$ cat src/rtl/mpdma_pkg.sv
package mpdma_pkg;
  localparam int REG_IW = 3;

  localparam logic [REG_IW-1:0] RA_SRC   = 3'd0;
  localparam logic [REG_IW-1:0] RA_DST   = 3'd1;
  localparam logic [REG_IW-1:0] RA_CNT   = 3'd2;
  localparam logic [REG_IW-1:0] RA_SLICE = 3'd3;
  localparam logic [REG_IW-1:0] RA_CTRL  = 3'd4;
  localparam logic [REG_IW-1:0] RA_STAT  = 3'd5;
  localparam logic [REG_IW-1:0] RA_CSRC  = 3'd6;
  localparam logic [REG_IW-1:0] RA_CCNT  = 3'd7;

  // control bit positions
  localparam int CB_EN = 0;
  localparam int CB_HW = 1;

  // status bit positions
  localparam int SB_DONE  = 0;
  localparam int SB_ACT   = 1;
  localparam int SB_MDONE = 8;
  localparam int SB_MOVF  = 10;
  localparam int N_MASK   = SB_MOVF - SB_MDONE + 1;

  typedef enum logic [1:0] {
    ENG_IDLE = 2'd0,
    ENG_RD   = 2'd1,
    ENG_WR   = 2'd2
  } eng_st_e;
endpackage

$ cat src/rtl/mpdma_regs.sv
module mpdma_regs
  import mpdma_pkg::*;
#(
  parameter int AW      = 32,
  parameter int CNT_W   = 16,
  parameter int SLICE_W = 8
) (
  input  logic               clk,
  input  logic               rst_n,
  input  logic               reg_wen,
  input  logic [REG_IW-1:0]  reg_addr,
  input  logic [31:0]        reg_wdata,
  input  logic               done_evt,
  output logic [AW-1:0]      src_cfg,
  output logic [AW-1:0]      dst_cfg,
  output logic [CNT_W-1:0]   cnt_cfg,
  output logic [SLICE_W-1:0] slice_cfg,
  output logic               run,
  output logic               hw_mode,
  output logic               start_evt,
  output logic               stop_evt
);
  logic ctrl_wr;

  assign ctrl_wr   = reg_wen && (reg_addr == RA_CTRL);
  assign start_evt = ctrl_wr && reg_wdata[CB_EN];
  assign stop_evt  = ctrl_wr && !reg_wdata[CB_EN];

  always_ff @(posedge clk) begin
    if (!rst_n) begin
      src_cfg   <= '0;
      dst_cfg   <= '0;
      cnt_cfg   <= '0;
      slice_cfg <= '0;
    end else if (reg_wen) begin
      unique case (reg_addr)
        RA_SRC:   src_cfg   <= reg_wdata[AW-1:0];
        RA_DST:   dst_cfg   <= reg_wdata[AW-1:0];
        RA_CNT:   cnt_cfg   <= reg_wdata[CNT_W-1:0];
        RA_SLICE: slice_cfg <= reg_wdata[SLICE_W-1:0];
        default:  ;
      endcase
    end
  end

  // a software write to control wins over self-clear at terminal count
  always_ff @(posedge clk) begin
    if (!rst_n) begin
      run     <= 1'b0;
      hw_mode <= 1'b0;
    end else if (ctrl_wr) begin
      run     <= reg_wdata[CB_EN];
      hw_mode <= reg_wdata[CB_HW];
    end else if (done_evt) begin
      run     <= 1'b0;
    end
  end
endmodule

$ cat src/rtl/mpdma_engine.sv
module mpdma_engine
  import mpdma_pkg::*;
#(
  parameter int AW      = 32,
  parameter int DW      = 32,
  parameter int CNT_W   = 16,
  parameter int SLICE_W = 8
) (
  input  logic               clk,
  input  logic               rst_n,
  input  logic               run,
  input  logic               hw_mode,
  input  logic               start_evt,
  input  logic [AW-1:0]      src_cfg,
  input  logic [CNT_W-1:0]   cnt_cfg,
  input  logic [SLICE_W-1:0] slice_cfg,
  input  logic               dreq,
  output logic               mem_valid,
  input  logic               mem_ready,
  output logic [AW-1:0]      mem_addr,
  input  logic [DW-1:0]      mem_rdata,
  output logic               per_valid,
  input  logic               per_ready,
  output logic [DW-1:0]      per_data,
  output logic [AW-1:0]      cur_src,
  output logic [CNT_W:0]     rem_cnt,
  output logic               done_evt
);
  localparam int REM_W = CNT_W + 1;
  localparam int STEP  = DW / 8;

  eng_st_e          st_q;
  logic [AW-1:0]    src_q;
  logic [REM_W-1:0] rem_q;
  logic [REM_W-1:0] left_q;
  logic [DW-1:0]    data_q;
  logic [REM_W:0]   want_w;
  logic [REM_W-1:0] first_len;
  logic             go;
  logic             last_word;
  logic             slice_last;

  // words requested by one slice, clipped to what is left
  assign want_w     = (REM_W+1)'(slice_cfg) + (REM_W+1)'(1);
  assign first_len  = (want_w > {1'b0, rem_q}) ? rem_q : want_w[REM_W-1:0];
  assign go         = hw_mode && dreq && (rem_q != '0);
  assign last_word  = (rem_q == REM_W'(1));
  assign slice_last = (left_q == REM_W'(1));

  assign mem_valid = run && (st_q == ENG_RD);
  assign per_valid = run && (st_q == ENG_WR);
  assign mem_addr  = src_q;
  assign per_data  = data_q;
  assign cur_src   = src_q;
  assign rem_cnt   = rem_q;
  assign done_evt  = per_valid && per_ready && last_word && !start_evt;

  always_ff @(posedge clk) begin
    if (!rst_n) begin
      st_q   <= ENG_IDLE;
      src_q  <= '0;
      rem_q  <= '0;
      left_q <= '0;
      data_q <= '0;
    end else if (start_evt) begin
      st_q  <= ENG_IDLE;
      src_q <= src_cfg;
      rem_q <= {1'b0, cnt_cfg} + REM_W'(1);
    end else if (!run) begin
      st_q <= ENG_IDLE;
    end else begin
      unique case (st_q)
        ENG_IDLE: begin
          if (go) begin
            left_q <= first_len;
            st_q   <= ENG_RD;
          end
        end
        ENG_RD: begin
          if (mem_ready) begin
            data_q <= mem_rdata;
            src_q  <= src_q + AW'(STEP);
            st_q   <= ENG_WR;
          end
        end
        ENG_WR: begin
          if (per_ready) begin
            rem_q  <= rem_q - REM_W'(1);
            left_q <= left_q - REM_W'(1);
            st_q   <= (last_word || slice_last) ? ENG_IDLE : ENG_RD;
          end
        end
        default: st_q <= ENG_IDLE;
      endcase
    end
  end
endmodule

$ cat src/rtl/mpdma_status.sv
module mpdma_status
  import mpdma_pkg::*;
(
  input  logic              clk,
  input  logic              rst_n,
  input  logic              stat_wr,
  input  logic [1:0]        wr_flags,
  input  logic [N_MASK-1:0] wr_masks,
  input  logic              start_evt,
  input  logic              stop_evt,
  input  logic              done_evt,
  output logic              done_flag,
  output logic              act_flag,
  output logic [N_MASK-1:0] masks,
  output logic              irq
);
  // one storage bit per interrupt mask, all masked out of reset
  for (genvar m = 0; m < N_MASK; m++) begin : g_mask
    always_ff @(posedge clk) begin
      if (!rst_n)       masks[m] <= 1'b1;
      else if (stat_wr) masks[m] <= wr_masks[m];
    end
  end

  // hardware set has priority over a software clear
  always_ff @(posedge clk) begin
    if (!rst_n)                          done_flag <= 1'b0;
    else if (done_evt)                   done_flag <= 1'b1;
    else if (stat_wr && !wr_flags[SB_DONE]) done_flag <= 1'b0;
  end

  always_ff @(posedge clk) begin
    if (!rst_n)                          act_flag <= 1'b0;
    else if (start_evt)                  act_flag <= 1'b1;
    else if (stop_evt || done_evt)       act_flag <= 1'b0;
    else if (stat_wr && !wr_flags[SB_ACT]) act_flag <= 1'b0;
  end

  assign irq = done_flag && !masks[0];
endmodule

$ cat src/rtl/mpdma_chan.sv
module mpdma_chan
  import mpdma_pkg::*;
#(
  parameter int AW      = 32,
  parameter int DW      = 32,
  parameter int CNT_W   = 16,
  parameter int SLICE_W = 8
) (
  input  logic              clk,
  input  logic              rst_n,
  input  logic              reg_wen,
  input  logic [REG_IW-1:0] reg_addr,
  input  logic [31:0]       reg_wdata,
  output logic [31:0]       reg_rdata,
  input  logic              dreq,
  output logic              mem_valid,
  input  logic              mem_ready,
  output logic [AW-1:0]     mem_addr,
  input  logic [DW-1:0]     mem_rdata,
  output logic              per_valid,
  input  logic              per_ready,
  output logic [AW-1:0]     per_addr,
  output logic [DW-1:0]     per_data,
  output logic              irq
);
  logic [AW-1:0]      src_cfg;
  logic [AW-1:0]      dst_cfg;
  logic [CNT_W-1:0]   cnt_cfg;
  logic [SLICE_W-1:0] slice_cfg;
  logic               run;
  logic               hw_mode;
  logic               start_evt;
  logic               stop_evt;
  logic               done_evt;
  logic               done_flag;
  logic               act_flag;
  logic [N_MASK-1:0]  masks;
  logic [AW-1:0]      cur_src;
  logic [CNT_W:0]     rem_cnt;

  mpdma_regs #(.AW(AW), .CNT_W(CNT_W), .SLICE_W(SLICE_W)) regs_i (
    .clk       (clk),
    .rst_n     (rst_n),
    .reg_wen   (reg_wen),
    .reg_addr  (reg_addr),
    .reg_wdata (reg_wdata),
    .done_evt  (done_evt),
    .src_cfg   (src_cfg),
    .dst_cfg   (dst_cfg),
    .cnt_cfg   (cnt_cfg),
    .slice_cfg (slice_cfg),
    .run       (run),
    .hw_mode   (hw_mode),
    .start_evt (start_evt),
    .stop_evt  (stop_evt)
  );

  mpdma_engine #(.AW(AW), .DW(DW), .CNT_W(CNT_W), .SLICE_W(SLICE_W)) eng_i (
    .clk       (clk),
    .rst_n     (rst_n),
    .run       (run),
    .hw_mode   (hw_mode),
    .start_evt (start_evt),
    .src_cfg   (src_cfg),
    .cnt_cfg   (cnt_cfg),
    .slice_cfg (slice_cfg),
    .dreq      (dreq),
    .mem_valid (mem_valid),
    .mem_ready (mem_ready),
    .mem_addr  (mem_addr),
    .mem_rdata (mem_rdata),
    .per_valid (per_valid),
    .per_ready (per_ready),
    .per_data  (per_data),
    .cur_src   (cur_src),
    .rem_cnt   (rem_cnt),
    .done_evt  (done_evt)
  );

  mpdma_status stat_i (
    .clk       (clk),
    .rst_n     (rst_n),
    .stat_wr   (reg_wen && (reg_addr == RA_STAT)),
    .wr_flags  (reg_wdata[SB_ACT:SB_DONE]),
    .wr_masks  (reg_wdata[SB_MOVF:SB_MDONE]),
    .start_evt (start_evt),
    .stop_evt  (stop_evt),
    .done_evt  (done_evt),
    .done_flag (done_flag),
    .act_flag  (act_flag),
    .masks     (masks),
    .irq       (irq)
  );

  assign per_addr = dst_cfg;

  always_comb begin
    reg_rdata = '0;
    unique case (reg_addr)
      RA_SRC:   reg_rdata[AW-1:0]      = src_cfg;
      RA_DST:   reg_rdata[AW-1:0]      = dst_cfg;
      RA_CNT:   reg_rdata[CNT_W-1:0]   = cnt_cfg;
      RA_SLICE: reg_rdata[SLICE_W-1:0] = slice_cfg;
      RA_CTRL: begin
        reg_rdata[CB_EN] = run;
        reg_rdata[CB_HW] = hw_mode;
      end
      RA_STAT: begin
        reg_rdata[SB_DONE]          = done_flag;
        reg_rdata[SB_ACT]           = act_flag;
        reg_rdata[SB_MOVF:SB_MDONE] = masks;
      end
      RA_CSRC:  reg_rdata[AW-1:0]  = cur_src;
      RA_CCNT:  reg_rdata[CNT_W:0] = rem_cnt;
      default:  reg_rdata = '0;
    endcase
  end
endmodule

$ cat config.mk
export PLATFORM = sky130hd
export DESIGN_NAME = mpdma_chan
export DESIGN_NICKNAME = d
export VERILOG_FILES = /design/src/rtl/mpdma_pkg.sv /design/src/rtl/mpdma_regs.sv /design/src/rtl/mpdma_engine.sv /design/src/rtl/mpdma_status.sv /design/src/rtl/mpdma_chan.sv
export SDC_FILE = /design/constraint.sdc
export NUM_CORES = 1
export LEC_CHECK = 0
export BUFFER_PORTS_ARGS = -buffer_cell sky130_fd_sc_hd__buf_4
export CORE_UTILIZATION = 56
export CTS_CLUSTER_DIAMETER = 100
export CTS_CLUSTER_SIZE = 12
export DETAILED_ROUTE_END_ITERATION = 7
export PLACE_DENSITY = 0.81
export SLEW_MARGIN = 20
export SYNTH_ARGS = -nofsm -noshare
export SYNTH_HDL_FRONTEND = slang
export SYNTH_SLANG_ARGS = --single-unit
$ cat constraint.sdc
create_clock -name clk -period 2.8 [get_ports clk]
set_input_delay 0.28 -clock clk [delete_from_list [all_inputs] [get_ports clk]]
set_output_delay 0.28 -clock clk [all_outputs]
set_load 0.02 [all_outputs]
# Word level (Yosys, flattened, before mapping)
# Cells that the tools add are included.
# totals
elab_cells,111
output_inout_bits,131
reg_bits,195
# classes
n_addsub,5
order_cmp,1
eq_ne,14
muxes,30
n_reduce_logical,42
n_bitwise,3
# ops
cell,n
32-bit 2-to-1 mux,4
17-bit 2-to-1 mux,7
15-bit one-hot mux with 3 select lines,1
6-bit one-hot mux with 6 select lines,1
17-bit by 1-bit equality test with 1-bit output (second input constant),2
17-bit one-hot mux with 2 select lines,1
17-bit by 1-bit subtractor with 17-bit output (second input constant),2
32-bit by 3-bit adder with 32-bit output (second input constant),1
5-bit one-hot mux with 5 select lines,1
18-bit by 17-bit greater-than comparator with 1-bit output,1
3-bit one-hot mux with 6 select lines,1
16-bit by 1-bit adder with 17-bit output (second input constant),1
17-bit nonzero test,1
2-bit one-hot mux with 8 select lines,1
2-bit nonzero test,8
1-bit logical AND,14
3-bit equality test (second input constant),4
8-bit by 1-bit adder with 9-bit output (second input constant),1
3-bit AND reduction,3
1-bit 2-to-1 mux,8
2-bit AND reduction,4
3-bit by 2-bit equality test with 1-bit output (second input constant),2
2-bit 2-to-1 mux,3
2-bit one-hot mux with 3 select lines,1
15 further kinds,22

# Longest topological paths before layout
# depth
depth_word,8
mapped_depth,12
mapped_depth_nobuf,11

# By module
# A second synthesis with hierarchy kept.
# hier_totals
hier_cells,1263
hier_area_um2,10667.7
# by_module_without_submodules
module,area_each_um2,seq_area_each_um2,n_inst,cells_each
mpdma_engine,5883.1,2001.9,1,757
mpdma_regs,3405.8,1801.7,1,333
mpdma_chan,1191.1,0.0,1,154
mpdma_status,187.7,100.1,1,19

# Least setup slack after synthesis
# OpenSTA, ideal clock, no wires.
# synth_timing
path_type,reg2reg
startpoint,register regs_i.slice_cfg[0]
endpoint,register eng_i.left_q[7]
setup_slack_ns,0.286
setup_time_ns,0.123
path_buffers,1
t_arrival_ns,2.391
path_stages_with_launch,13
cell_sequence,dfxtp_1 -> ha_1 -> nand2_1 -> or2_2 -> xnor2_1 -> ha_1 -> a211oi_1 -> o31a_1 -> a31oi_1 -> buf_2 -> nand2_2 -> o2111ai_1 -> a21oi_1
# synth_via
elab_chain_len,5
# synth_lines
element,line_no,rtl
start: declaration,mpdma_regs.sv:17,"output logic [SLICE_W-1:0] slice_cfg,"
start signal: assignment,mpdma_regs.sv:40,RA_SLICE: slice_cfg <= reg_wdata[SLICE_W-1:0];
8-bit by 1-bit adder with 9-bit output *,mpdma_engine.sv:44,assign want_w = (REM_W+1)'(slice_cfg) + (REM_W+1)'(1);
18-bit by 17-bit greater-than comparator with 1-bit output,mpdma_engine.sv:45,"assign first_len = (want_w > {1'b0, rem_q}) ? rem_q : want_w[REM_W-1:0];"
17-bit 2-to-1 mux *,mpdma_engine.sv:45,
17-bit 2-to-1 mux *,mpdma_engine.sv:74,if (go) begin
17-bit one-hot mux with 2 select lines *,mpdma_engine.sv:72,unique case (st_q)
end signal: assignment,mpdma_engine.sv:75,left_q <= first_len;
end signal: assignment,mpdma_engine.sv:89,left_q <= left_q - REM_W'(1);
end: declaration,mpdma_engine.sv:35,logic [REM_W-1:0] left_q;
# Every way passes the cells marked *; elsewhere a longest branch is shown, timed or not. The select of a mux whose other input is x is not followed.
# A chain may end at the register's enable or synchronous reset.

# Final worst setup path
# layout_timing
startpoint,register regs_i.slice_cfg[4]
endpoint,register eng_i.left_q[8]
# The elaborated chain is that of the path after synthesis.

==> results.sh <==
export IMPL_path_cells="nand3_1 > or2_2 > xnor2_2 > ha_1 > o211a_1 > a211oi_2 > nor2_2 > a31o_2 > o21ai_1 > a21oi_1"
export IMPL_drive_gt1_frac=0.2102
export IMPL_synthArstFlopShare=0
export IMPL_die_height_um=136.0
export IMPL_coreArea_sq_um=17420
export IMPL_antenna_found_initial=0
export IMPL_cts_root_buf="clkbuf_16"
export IMPL_drt_iter0_drc=1074
export IMPL_place_ws_ns=0.02064
export IMPL_wl_mm=31.09
export IMPL_initial_core_util=0.5771
export IMPL_status="complete, no violations"
export IMPL_total_power_uw=5879
export IMPL_setup_viol=0
export IMPL_power_density_nw_per_um2=476.0
export IMPL_setup_ws_ns=0.1546
export IMPL_dieArea_sq_um=18490
export IMPL_grt_pass1_wl_mm=48.70
export IMPL_fmax_ghz=0.3780
export IMPL_numCtsBuffers=17
export IMPL_rows=48
export IMPL_ys_types=70
export IMPL_worst_pin_slew_ns=0.6824
export IMPL_ioPinCount=204
export IMPL_yosys_area_top_type="dfxtp_1"
export IMPL_synth_edff_count=0
export IMPL_track_usage=0.3375
export IMPL_path_class="reg2reg"
export IMPL_syn_area_sq_um=10050
export IMPL_min_path_type="in2reg"
export IMPL_drv_cap=0
export IMPL_yosysMostFrequentCell="nand2_1"
export IMPL_wl_per_cell_um=18.19
export IMPL_cts_tree="yes"
export IMPL_p_leak_uw=0.004889
export IMPL_synthFlopType="dfxtp_1"
export IMPL_place_congestion=0.9579
export IMPL_htreeDepth=4
export IMPL_area_delta_synth_final_pct=22.88
export IMPL_crit_fanout=7
export IMPL_grt_overflow_total=0
export IMPL_slew_viol_final=0
export IMPL_worstPathRequired_ns=3.11
export IMPL_synth_seq_area_share=0.3884
export IMPL_synth_area_per_cell_sq_um=7.714
export IMPL_cp_end_kind="register"
export IMPL_ys_warn_count=0
export IMPL_crit_slowest_cell="dfxtp_1"
export IMPL_ys_top_cells_by_count="326 x nand2_1, 195 x dfxtp_1, 173 x a21oi_1"
export IMPL_viasPerCell=6.060
export IMPL_slowest_delay_ns=0.43
export IMPL_rsz0062_at_grt="false"
export IMPL_vdd_drop_max_uv=476.9
export IMPL_netlist_top_cells_area="dfxtp_1 39%, nand2_1 12%, a21oi_1 8.6%"
export IMPL_nNetsFinal=1564
export IMPL_start_kind="register"
export IMPL_worstPathArrival_ns=2.96
export IMPL_synth_seq_cells=195
export IMPL_n_antenna_cell=0
export IMPL_relSlewSlack=0.5439
export IMPL_vias=10356
export IMPL_post_route_drc_count=0
export IMPL_synth_nets=1396
export IMPL_synth_cells=1303
export IMPL_path_clk_slew_ns=0.08
export IMPL_tns_ns=0
export IMPL_clkLatencyLatePin_ns=0.44
export IMPL_cts_buffer_depth=2
export IMPL_final_cell_count_no_fill=1709
export IMPL_hold_viol_final=0
export IMPL_netlist_area_leader_share=0.3884
export IMPL_nFillCells=1443
export IMPL_fin_crit_sh=0.9448
export IMPL_placed_cells=1675
export IMPL_grt_pass1_vias=9375
export IMPL_grt_max_degree=78
export IMPL_finalClockSkew_ns=0.008921
export IMPL_dp_hpwl_mm=22.09
export IMPL_chipWidth_um=136.0
export IMPL_port_buffers=203
export IMPL_postRouteAntennaNets=0
export IMPL_cts_sinks=195
export IMPL_first_pass_iters=6
export IMPL_fin_crit_ns=2.645
-- path summary, 6_finish.rpt --
check	slack, ns	to	cells past startpoint	start
setup / recovery	0.15	eng_i.left_q[8]	10	regs_i.slice_cfg[4]
hold / removal	0.07	eng_i.per_data[14]	3	mem_rdata[14]
setup reg to reg	0.15	eng_i.left_q[8]	10	regs_i.slice_cfg[4]
hold reg to reg	0.46	eng_i.per_data[10]	2	eng_i.per_data[10]
-- area by class of cell --
type                            instances  area, sq um  share of cell area
Multi-Input combinational cell       1006         5744              0.4651
Sequential cell                       195         3905              0.3162
Timing Repair Buffer                  233         1762              0.1426
Clock buffer                           18        439.2             0.03556
Tap cell                              225        281.5             0.02279
Clock inverter                         14        148.9             0.01206
Inverter                               18        70.07            0.005673
-- layout by cell type (no fill, tap or decap), types with 8 or more instances in the layout --
master,netlist,routed
nand2_1,326,325
buf_4,0,232
dfxtp_1,195,194
a21oi_1,173,173
nor2_1,88,84
o21ai_0,50,50
mux2i_1,38,38
xor2_1,37,37
nand3_1,36,36
a211oi_1,28,27
xnor2_1,28,27
nor3_1,23,21
ha_1,20,19
nand4_1,17,17
clkbuf_16,0,17
inv_1,16,15
a31oi_1,11,11
a22oi_1,10,10
nor4_1,8,8
-- what timing repair did --
action                                  in CTS  in global routing
resized for setup                            2                  5
gates cloned                                 0                  0
hold buffers                                 0                  0
pin swaps                                    0                  1
endpoints found under the setup margin       3                  8
setup buffers                                0                  2
-- logic make-up (layout without fill, tap and decap cells) --
family | Yosys count | count (layout) | synth area share
flops | 195 | 195 | 0.3884
buf+inv | 102 | 283 | 0.04382
compound gates | 321 | 321 | 0.1876
mux | 47 | 47 | 0.05353
simple gates | 553 | 553 | 0.2451
fa+ha+maj | 20 | 20 | 0.02490
xor+xnor | 65 | 65 | 0.05664
-- state kept, by name, indices dropped and copies added, names as in the netlist, 8 cells and up --
| register | flops |
|---|---|
| eng_i.per_data | 32 |
| regs_i.src_cfg | 32 |
| eng_i.rem_cnt | 17 |
| regs_i.dst_cfg | 32 |
| eng_i.cur_src | 32 |
| regs_i.cnt_cfg | 16 |
| eng_i.left_q | 17 |
| regs_i.slice_cfg | 8 |
-- power breakdown --
part | internal [uW] | total [uW] | leakage (uW) | switching [uW]
Clock | 1220 | 2450 | 0.000293 | 1220
Sequential | 2810 | 2860 | 0.00158 | 51.1
Combinational | 226 | 569 | 0.00302 | 343
-- routing by layer --
layer | vias up | share of wire | track usage
li1 | 4879 | - | -
met1 | 4817 | 0.42 | 0.4643
met2 | 570 | 0.45 | 0.5241
met3 | 90 | 0.094 | 0.05966
met4 | 0 | 0.031 | 0.1309
met5 | - | 0 | 0
-- critical path: cells and delay by family, from the launching register on --
kind                     cells  cell delay, ns
AO/OA/AOI/OAI                5            0.96
AND/OR/NAND/NOR              3            0.68
flip-flops                   1            0.43
adder cells (fa/ha/maj)      1            0.30
XOR/XNOR                     1            0.15
-- through the flow --
stage	instance area [sq um]	hold WS [ns]	util
2_1_floorplan	10050	0.4051	-
3_3_place_gp	11720	0.4417	0.6730
3_5_place_dp	11720	0.4474	0.6730
4_1_cts	12320	0.06644	0.7072
5_1_grt	12350	0.07123	0.7091
6_report	12350	0.07314	0.7091
No activity file was read; power rests on OpenSTA's default activity.
